File: src/rtl/lin_hdr_pkg.sv
package lin_hdr_pkg;
  localparam int FLG_BRK  = 0;
  localparam int FLG_SYNC = 1;
  localparam int FLG_PERR = 2;
  localparam int FLG_W    = 3;

  // expected {P1, P0} for a 6-bit identifier
  function automatic logic [1:0] pid_bits(input logic [5:0] id);
    logic p0, p1;
    p0 = id[0] ^ id[1] ^ id[2] ^ id[4];
    p1 = ~(id[1] ^ id[3] ^ id[4] ^ id[5]);
    return {p1, p0};
  endfunction
endpackage

File: src/rtl/lin_brk_timer.sv
module lin_brk_timer #(
  parameter int OSR           = 16,
  parameter int BRK_HALF_BITS = 23
) (
  input  logic clk,
  input  logic rst_n,
  input  logic rx_in,
  input  logic os_tick,
  output logic brk_evt
);
  localparam int THRESH = OSR * BRK_HALF_BITS / 2;
  localparam int CW     = $clog2(THRESH + 1);
  localparam logic [CW-1:0] THR_V  = CW'(THRESH);
  localparam logic [CW-1:0] THR_M1 = CW'(THRESH - 1);

  logic [CW-1:0] cnt_q, cnt_d;
  logic          evt_d;

  always_comb begin
    cnt_d = cnt_q;
    evt_d = 1'b0;
    if (rx_in) begin
      cnt_d = '0;
    end else if (os_tick && (cnt_q != THR_V)) begin
      cnt_d = cnt_q + 1'b1;
      evt_d = (cnt_q == THR_M1);
    end
  end

  always_ff @(posedge clk or negedge rst_n) begin
    if (!rst_n) begin
      cnt_q   <= '0;
      brk_evt <= 1'b0;
    end else begin
      cnt_q   <= cnt_d;
      brk_evt <= evt_d;
    end
  end


  brk_low_chk: assert property (@(posedge clk) disable iff (!rst_n)
    brk_evt |-> $past(!rx_in));

  brk_once_chk: assert property (@(posedge clk) disable iff (!rst_n)
    brk_evt |=> !brk_evt);
endmodule

File: src/rtl/lin_sync_counter.sv
module lin_sync_counter #(
  parameter int OSR      = 16,
  parameter int EDGES    = 5,
  parameter int TMO_BITS = 4
) (
  input  logic clk,
  input  logic rst_n,
  input  logic rx_in,
  input  logic os_tick,
  input  logic arm,
  output logic sync_evt
);
  localparam int TMO = OSR * TMO_BITS;
  localparam int EW  = $clog2(EDGES + 1);
  localparam int TW  = $clog2(TMO + 1);
  localparam logic [EW-1:0] EDGE_LAST = EW'(EDGES - 1);
  localparam logic [TW-1:0] TMO_LAST  = TW'(TMO - 1);

  logic          rx_q;
  logic          armed_q, armed_d;
  logic [EW-1:0] ecnt_q, ecnt_d;
  logic [TW-1:0] tmo_q, tmo_d;
  logic          evt_d;
  logic          fall;

  assign fall = rx_q & ~rx_in;

  always_comb begin
    armed_d = armed_q;
    ecnt_d  = ecnt_q;
    tmo_d   = tmo_q;
    evt_d   = 1'b0;
    if (arm) begin
      armed_d = 1'b1;
      ecnt_d  = '0;
      tmo_d   = '0;
    end else if (armed_q) begin
      if (fall) begin
        tmo_d = '0;
        if (ecnt_q == EDGE_LAST) begin
          evt_d   = 1'b1;
          armed_d = 1'b0;
          ecnt_d  = '0;
        end else begin
          ecnt_d = ecnt_q + 1'b1;
        end
      end else if (os_tick && rx_in) begin
        if (tmo_q == TMO_LAST) begin
          armed_d = 1'b0;
          ecnt_d  = '0;
          tmo_d   = '0;
        end else begin
          tmo_d = tmo_q + 1'b1;
        end
      end
    end
  end

  always_ff @(posedge clk or negedge rst_n) begin
    if (!rst_n) begin
      rx_q     <= 1'b1;
      armed_q  <= 1'b0;
      ecnt_q   <= '0;
      tmo_q    <= '0;
      sync_evt <= 1'b0;
    end else begin
      rx_q     <= rx_in;
      armed_q  <= armed_d;
      ecnt_q   <= ecnt_d;
      tmo_q    <= tmo_d;
      sync_evt <= evt_d;
    end
  end


  sync_on_fall_chk: assert property (@(posedge clk) disable iff (!rst_n)
    sync_evt |-> $past(rx_q && !rx_in));

  sync_single_chk: assert property (@(posedge clk) disable iff (!rst_n)
    sync_evt |=> !sync_evt);
endmodule

File: src/rtl/lin_pid_check.sv
module lin_pid_check
  import lin_hdr_pkg::*;
(
  input  logic       clk,
  input  logic       rst_n,
  input  logic       arm,
  input  logic [7:0] id_byte,
  input  logic       id_valid,
  output logic       perr_evt
);
  logic armed_q, armed_d;
  logic evt_d;
  logic [1:0] exp_bits;

  assign exp_bits = pid_bits(id_byte[5:0]);

  always_comb begin
    armed_d = armed_q;
    evt_d   = 1'b0;
    if (arm) begin
      armed_d = 1'b1;
    end else if (armed_q && id_valid) begin
      armed_d = 1'b0;
      evt_d   = (exp_bits != id_byte[7:6]);
    end
  end

  always_ff @(posedge clk or negedge rst_n) begin
    if (!rst_n) begin
      armed_q  <= 1'b0;
      perr_evt <= 1'b0;
    end else begin
      armed_q  <= armed_d;
      perr_evt <= evt_d;
    end
  end


  perr_after_byte_chk: assert property (@(posedge clk) disable iff (!rst_n)
    perr_evt |-> $past(id_valid));

  perr_first_only_chk: assert property (@(posedge clk) disable iff (!rst_n)
    perr_evt |-> !armed_q);
endmodule

File: src/rtl/lin_hdr_detect.sv
module lin_hdr_detect
  import lin_hdr_pkg::*;
#(
  parameter int OSR           = 16,
  parameter int BRK_HALF_BITS = 23,
  parameter int SYNC_EDGES    = 5,
  parameter int TMO_BITS      = 4
) (
  input  logic             clk,
  input  logic             rst_n,
  input  logic             rx_in,
  input  logic             os_tick,
  input  logic [7:0]       id_byte,
  input  logic             id_valid,
  input  logic             flag_rd,
  output logic             brk_evt,
  output logic             sync_evt,
  output logic             perr_evt,
  output logic             ptr_rst,
  output logic [FLG_W-1:0] flags
);
  logic [1:0]       rs_q;
  logic             rst_int_n;
  logic [FLG_W-1:0] flags_d, evt_vec;

  always_ff @(posedge clk or negedge rst_n) begin
    if (!rst_n) rs_q <= 2'b00;
    else        rs_q <= {rs_q[0], 1'b1};
  end
  assign rst_int_n = rs_q[1];

  lin_brk_timer #(.OSR(OSR), .BRK_HALF_BITS(BRK_HALF_BITS)) u_brk (
    .clk(clk), .rst_n(rst_int_n), .rx_in(rx_in), .os_tick(os_tick),
    .brk_evt(brk_evt));

  lin_sync_counter #(.OSR(OSR), .EDGES(SYNC_EDGES), .TMO_BITS(TMO_BITS)) u_sync (
    .clk(clk), .rst_n(rst_int_n), .rx_in(rx_in), .os_tick(os_tick),
    .arm(brk_evt), .sync_evt(sync_evt));

  lin_pid_check u_pid (
    .clk(clk), .rst_n(rst_int_n), .arm(sync_evt), .id_byte(id_byte),
    .id_valid(id_valid), .perr_evt(perr_evt));

  assign ptr_rst = sync_evt;

  always_comb begin
    evt_vec           = '0;
    evt_vec[FLG_BRK]  = brk_evt;
    evt_vec[FLG_SYNC] = sync_evt;
    evt_vec[FLG_PERR] = perr_evt;
    flags_d = (flag_rd ? '0 : flags) | evt_vec;
  end

  always_ff @(posedge clk or negedge rst_int_n) begin
    if (!rst_int_n) flags <= '0;
    else            flags <= flags_d;
  end


  flag_set_chk: assert property (@(posedge clk) disable iff (!rst_int_n)
    (brk_evt || sync_evt || perr_evt) |=>
      (flags[FLG_BRK] || !$past(brk_evt)) && (flags[FLG_SYNC] || !$past(sync_evt))
      && (flags[FLG_PERR] || !$past(perr_evt)));

  flag_clear_chk: assert property (@(posedge clk) disable iff (!rst_int_n)
    (flag_rd && !brk_evt && !sync_evt && !perr_evt) |=> (flags == '0));

  flag_hold_chk: assert property (@(posedge clk) disable iff (!rst_int_n)
    (!flag_rd && !brk_evt && !sync_evt && !perr_evt) |=> $stable(flags));
endmodule

File: config.mk
export PLATFORM = sky130hd
export DESIGN_NAME = lin_hdr_detect
export DESIGN_NICKNAME = d
export VERILOG_FILES = /design/src/rtl/lin_hdr_pkg.sv /design/src/rtl/lin_brk_timer.sv /design/src/rtl/lin_sync_counter.sv /design/src/rtl/lin_pid_check.sv /design/src/rtl/lin_hdr_detect.sv
export SDC_FILE = /design/constraint.sdc
export NUM_CORES = 1
export LEC_CHECK = 0
export ABC_AREA = 1
export BUFFER_PORTS_ARGS = -buffer_cell sky130_fd_sc_hd__buf_2
export CAP_MARGIN = 25
export CORE_ASPECT_RATIO = 1.5
export CORE_UTILIZATION = 60
export CTS_BUF_LIST = sky130_fd_sc_hd__clkbuf_4 sky130_fd_sc_hd__clkbuf_8
export DETAILED_ROUTE_END_ITERATION = 6
export PLACE_DENSITY = 0.86
export SYNTH_ARGS = -nofsm -noshare
export SYNTH_HDL_FRONTEND = slang
export SYNTH_HIERARCHICAL = 1
export SYNTH_SLANG_ARGS = --single-unit
File: constraint.sdc
create_clock -name clk -period 1.2 [get_ports clk]
set_input_delay 0.24 -clock clk [delete_from_list [all_inputs] [get_ports clk]]
set_output_delay 0.24 -clock clk [all_outputs]
set_load 0.005 [all_outputs]
== Word level (Yosys, flattened, before mapping) ==
Cells that the tools add are included.

* Divide/modulo/power cells: 0
* Bitwise logic cells: 10
* Add/sub/neg operators: 3
* Multiply operators: 0
* Shifts and indexed selects: 0
* Muxes and demuxes: 30
* Magnitude comparators: 0
* Equal/unequal tests: 5
* Reductions and logical operators: 10

{| class="wikitable"
|+ Operator list
! kind !! count
|-
| $mux W7 || 5
|-
| $mux W3 || 7
|-
| $mux W1 || 16
|-
| $mux W8 || 2
|-
| $add A8 B1 Y8 const B || 1
|-
| $eq A8 B8 Y1 const B || 1
|-
| $ne A8 B8 Y1 const B || 1
|-
| $add A7 B1 Y7 const B || 1
|-
| $eq A7 B6 Y1 const B || 1
|-
| $reduce_bool A2 Y1 || 3
|-
| $reduce_bool A3 Y1 || 2
|-
| $xor A1 B1 Y1 || 6
|-
| $add A3 B1 Y3 const B || 1
|-
| $eq A3 B3 Y1 const B || 1
|-
| $logic_and A1 B1 Y1 || 3
|-
| $or A3 B3 Y3 || 1
|-
| $reduce_and A3 Y1 || 1
|-
| $ne A2 B2 Y1 || 1
|-
| $not A1 Y1 || 2
|-
| $reduce_and A2 Y1 || 1
|-
| $and A1 B1 Y1 || 1
|}

* Register bits: 29
* Memory bits (read-only): 0
* Latch bits: 0
* Memories kept: 0
* Bits in writable memories: 0

== Depth between registers and ports, before layout ==
* Depth after elaboration: 7
* Gate-level depth with buffers: 9

== By module ==
The synthesis kept the hierarchy.

{| class="wikitable"
|+ Modules (own cells, without submodules)
! module !! instances !! area each (µm²) !! cells each
|-
| lin_sync_counter || 1 || 743.2 || 96
|-
| lin_brk_timer || 1 || 584.3 || 81
|-
| lin_pid_check || 1 || 202.7 || 34
|-
| lin_hdr_detect || 1 || 173.9 || 17
|}

== Worst setup path before layout ==
Ideal clock, no wire load.

* Path kind: register to register
* From: reg u_brk.cnt_q[0]
* To: reg u_brk.cnt_q[7]
* Library setup time: 0.117 ns
* Stages on the path, launching flop included: 8
* Data arrival time: 1.123 ns
* Slack: -0.040 ns
* Path through: dfrtp_1 > inv_1 > ha_1 > nand2_2 > o21ai_4 > nand2_4 > nand2_1 > nand2_1

* Word-level cells in the longest chain between the ends: 3

{| class="wikitable"
|+ RTL lines
! what !! line !! RTL
|-
| start, declared || lin_brk_timer.sv:16 || <nowiki>logic [CW-1:0] cnt_q, cnt_d;</nowiki>
|-
| start signal, assigned || lin_brk_timer.sv:35 || <nowiki>cnt_q <= cnt_d;</nowiki>
|-
| $add A8 B1 Y8 / $ne A8 B8 Y1 (equally long branches) || lin_brk_timer.sv:25, lin_brk_timer.sv:24 ||
|-
| $mux W8 / $logic_and A1 B1 Y1 (equally long branches) || lin_brk_timer.sv:24 || <nowiki>end else if (os_tick && (cnt_q != THR_V)) begin</nowiki>
|-
| $mux W8 / $reduce_bool A2 Y1 (equally long branches) || n/a ||
|}

Parallel ways exist; a longest one is shown, timed or not. The select of a mux whose other input is x is not followed.
A chain may end at the register's enable or synchronous reset.

== Final worst setup path ==
* From: reg u_sync.tmo_q[1]
* To: reg u_sync.tmo_q[5]

* Word-level cells in the longest chain between the ends: 6

{| class="wikitable"
|+ RTL lines
! what !! line !! RTL
|-
| start, declared || lin_sync_counter.sv:22 || <nowiki>logic [TW-1:0] tmo_q, tmo_d;</nowiki>
|-
| start signal, assigned || lin_sync_counter.sv:70 || <nowiki>tmo_q <= tmo_d;</nowiki>
|-
| $add A7 B1 Y7 / $eq A7 B6 Y1 (equally long branches) || lin_sync_counter.sv:53, lin_sync_counter.sv:48 ||
|-
| $mux W7 * || lin_sync_counter.sv:48 || <nowiki>if (tmo_q == TMO_LAST) begin</nowiki>
|-
| $mux W7 * || lin_sync_counter.sv:47 || <nowiki>end else if (os_tick && rx_in) begin</nowiki>
|-
| $mux W7 * || lin_sync_counter.sv:38 || <nowiki>if (fall) begin</nowiki>
|-
| $mux W7 * || lin_sync_counter.sv:37 || <nowiki>end else if (armed_q) begin</nowiki>
|-
| $mux W7 * || lin_sync_counter.sv:33 || <nowiki>if (arm) begin</nowiki>
|}

Mark *: on every way between the ends. The rest lies on a longest branch, timed or not. The select of a mux whose other input is x is not followed.

==> impl_metrics.json <==
{
  "status": "finished with violations",
  "violations": "setup timing",
  "syn_inst": 228,
  "stdcell_area_mm2": 0.00237,
  "synth.area.top_cells": "dfrtp_1, nand2_1, nand3_1",
  "total_power_mw": 2.58,
  "io_pins": 21,
  "leakagePower_nw": 1.25,
  "ys_top_cells_by_count": "nand2_1, inv_1, nand3_1",
  "h-tree-depth": 2,
  "gp_congestion": 0.867,
  "crit_type": "flop to flop",
  "final_cells": 324,
  "ant_nets": 0,
  "die_x_um": 45.5,
  "ys_types": 30,
  "grt_antenna_before_repair": 0,
  "syn_nets": 247,
  "vias_per_cell": 5.59,
  "initial_core_util_pct": 63.7,
  "rows": 23,
  "synth_enable_flop_cells": 0,
  "diodes": 0,
  "dr.pass1.iters": 4,
  "grt_pass1_wl_um": 6690,
  "drt_iter0_markers": 125,
  "yosysSeqAreaShare_pct": 42.7,
  "grt_use_total_pct": 30.4,
  "crit_path_end_kind": "flop",
  "slew_violations": 0,
  "nNetsFinal": 305,
  "port_buffers": 20,
  "insertion_delay_ps": 290,
  "post-route-period-util_pct": 114,
  "cts_root_buf": "clkbuf_8",
  "cp.required_ps": 1420,
  "placed_cells": 304,
  "finalHoldViolations": 0,
  "arrival_ps": 1590,
  "maxCapViolations": 0,
  "die_y_um": 67.3,
  "vias": 1812,
  "cts_tree": "done",
  "max_freq_mhz": 730,
  "wl_per_cell_um": 15.8,
  "ys.warnings.count": 6,
  "hpwl_um": 2560,
  "fin_crit_ps": 1370,
  "grt_pass1_vias": 1653,
  "yosysMostFrequentCell": "nand2_1",
  "grt_max_degree": 28,
  "ir_drop_mv": 1.08,
  "syn-cell-area_mm2": 0.00170,
  "finalClockSkew_ps": 6.53,
  "clock-sinks": 29,
  "powerDensity_mw_per_mm2": 1090,
  "synth.top_cell.area_share_pct": 41.1,
  "globalRouteOverflowTotal": 0,
  "synth_top_area_cell": "dfrtp_1",
  "core-area_mm2": 0.00268,
  "clock_path_buffers": 2,
  "synth.avg_cell_area_um2": 7.47,
  "clkTransAtPathRegs_ps": 60,
  "cts-buffers-inserted": 5,
  "synth_flop_cell": "dfrtp_1",
  "cp_max_fo": 2,
  "place_area_mm2": 0.00200,
  "drive_gt1_share_pct": 40.1,
  "die_area_mm2": 0.00306,
  "drc_errors": 0,
  "layout_setup_ws_ps": -170,
  "async_flop_share_pct": 100,
  "hold_path_class": "input pin to flop",
  "synth_seq_cells": 29,
  "setup_viol": 18,
  "synthToLayoutAreaGrowth_pct": 38.9,
  "routed_wl_um": 5100,
  "rsz0062_at_grt": "yes",
  "cp-start-kind": "flop"
}
## repair_timing
| action | CTS | global route |
|---|---|---|
| endpoints found under the hold margin | 2 | 0 |
| pin swaps | 10 | 16 |
| gates resized for setup | 23 | 31 |
| setup buffers | 6 | 4 |
| gates cloned | 1 | 0 |
| hold buffers | 1 | 0 |
| endpoints found under the setup margin | 17 | 20 |
## where the power goes
group	internal (mW)	leakage (nW)	total (mW)	switching, mW
registers	1.05	0.386	1.13	0.0842
logic	0.283	0.817	0.643	0.360
clock network	0.423	0.0484	0.808	0.385
total	1.75	1.25	2.58	0.829
## state kept, by name, indices dropped and copies added (netlist names)
name and flops:
u_pid/perr_evt 1, u_sync/ecnt_q 3, u_brk/brk_evt 1, rs_q 2
u_brk/cnt_q 8, u_sync/rx_q 1, u_sync/armed_q 1, u_pid/armed_q 1
u_sync/tmo_q 7, flags 3, u_sync/sync_evt 1
## through the flow
step	worst slack (ps)	TNS, ps	utilization [%]	hold WS [ps]
floorplan	4.48	0	-	-55.6
global placement	-53.6	-310	74.7	25.1
detailed placement	-70.1	-494	74.7	26.0
CTS	-46.4	-311	83.1	101
global route	-256	-2740	88.5	102
finish	-170	-1270	88.5	105
## cell families (layout without fill, tap and decap cells)
| family | Yosys count | after routing | synth area share, % |
|---|---|---|---|
| simple gates | 137 | 137 | 36.6 |
| buf+inv | 38 | 96 | 8.81 |
| flops | 29 | 29 | 42.7 |
| compound gates | 11 | 12 | 4.41 |
| xor+xnor | 7 | 7 | 3.60 |
| fa+ha+maj | 5 | 5 | 3.67 |
| other cells | 1 | 1 | 0.220 |
## routing by layer
layer  share of wire, %  global-route usage [%]  vias to the layer above
met2                 56                    57.3                      100
met3                5.7                    6.68                       33
li1                   -                       -                      825
met1                 32                    28.5                      854
met5                  0                       0                        -
met4                5.9                    17.0                        0
## layout make-up
class                      instances  area, µm²
clock buffer                       6       76.3
sequential                        29        727
fill                             137        309
timing repair buffer              53        368
tap                               37       46.3
inverter                          35        141
clock inverter                     2       10.0
multi-input combinational        162        998
## cell usage in the layout (no fill, tap or decap), drive strengths merged
| master | Yosys | routed |
|---|---|---|
| conb | 1 | 1 |
| clkinv | 0 | 2 |
| dlygate4sd3 | 0 | 1 |
| o21bai | 1 | 1 |
| ha | 5 | 5 |
| dfstp | 1 | 1 |
| o21ai | 7 | 8 |
| buf | 2 | 52 |
| clkbuf | 1 | 6 |
| inv | 35 | 35 |
| nor3 | 3 | 3 |
| a21oi | 2 | 2 |
| nand2 | 76 | 76 |
| nand3 | 29 | 29 |
| xor2 | 5 | 5 |
| nand4 | 3 | 3 |
| nand3b | 2 | 2 |
| nor4 | 1 | 1 |
| nor2 | 23 | 23 |
| o21a | 1 | 1 |
| xnor2 | 2 | 2 |
| dfrtp | 28 | 28 |
## path summary, 6_finish.rpt
check / to / startpoint / depth (start not counted) / slack, ps
worst max-delay path: u_sync/tmo_q[5]$_DFFE_PN0P_ / u_sync/tmo_q[1]$_DFFE_PN0P_ / 8 / -170
worst min-delay path: u_sync/rx_q$_DFF_PN1_ / rx_in / 1 / 100
worst max register to register: u_sync/tmo_q[5]$_DFFE_PN0P_ / u_sync/tmo_q[1]$_DFFE_PN0P_ / 8 / -170
worst min register to register: flags[1]$_DFF_PN0_ / rs_q[1]$_DFF_PN0_ / 1 / 230
max in group asynchronous: u_sync/rx_q$_DFF_PN1_ / rs_q[1]$_DFF_PN0_ / 1 / 660
min in group asynchronous: flags[1]$_DFF_PN0_ / rs_q[1]$_DFF_PN0_ / 1 / 230
## critical path, cell delays in order, from the launching register on
cell and delay, ps:
dfrtp_1 390, buf_4 130, buf_4 100, nand2_2 70
nor2_1 190, nand2_1 100, nand2_1 90, nand4_1 140
nand2_1 90
No activity file was read; power rests on OpenSTA's default activity.
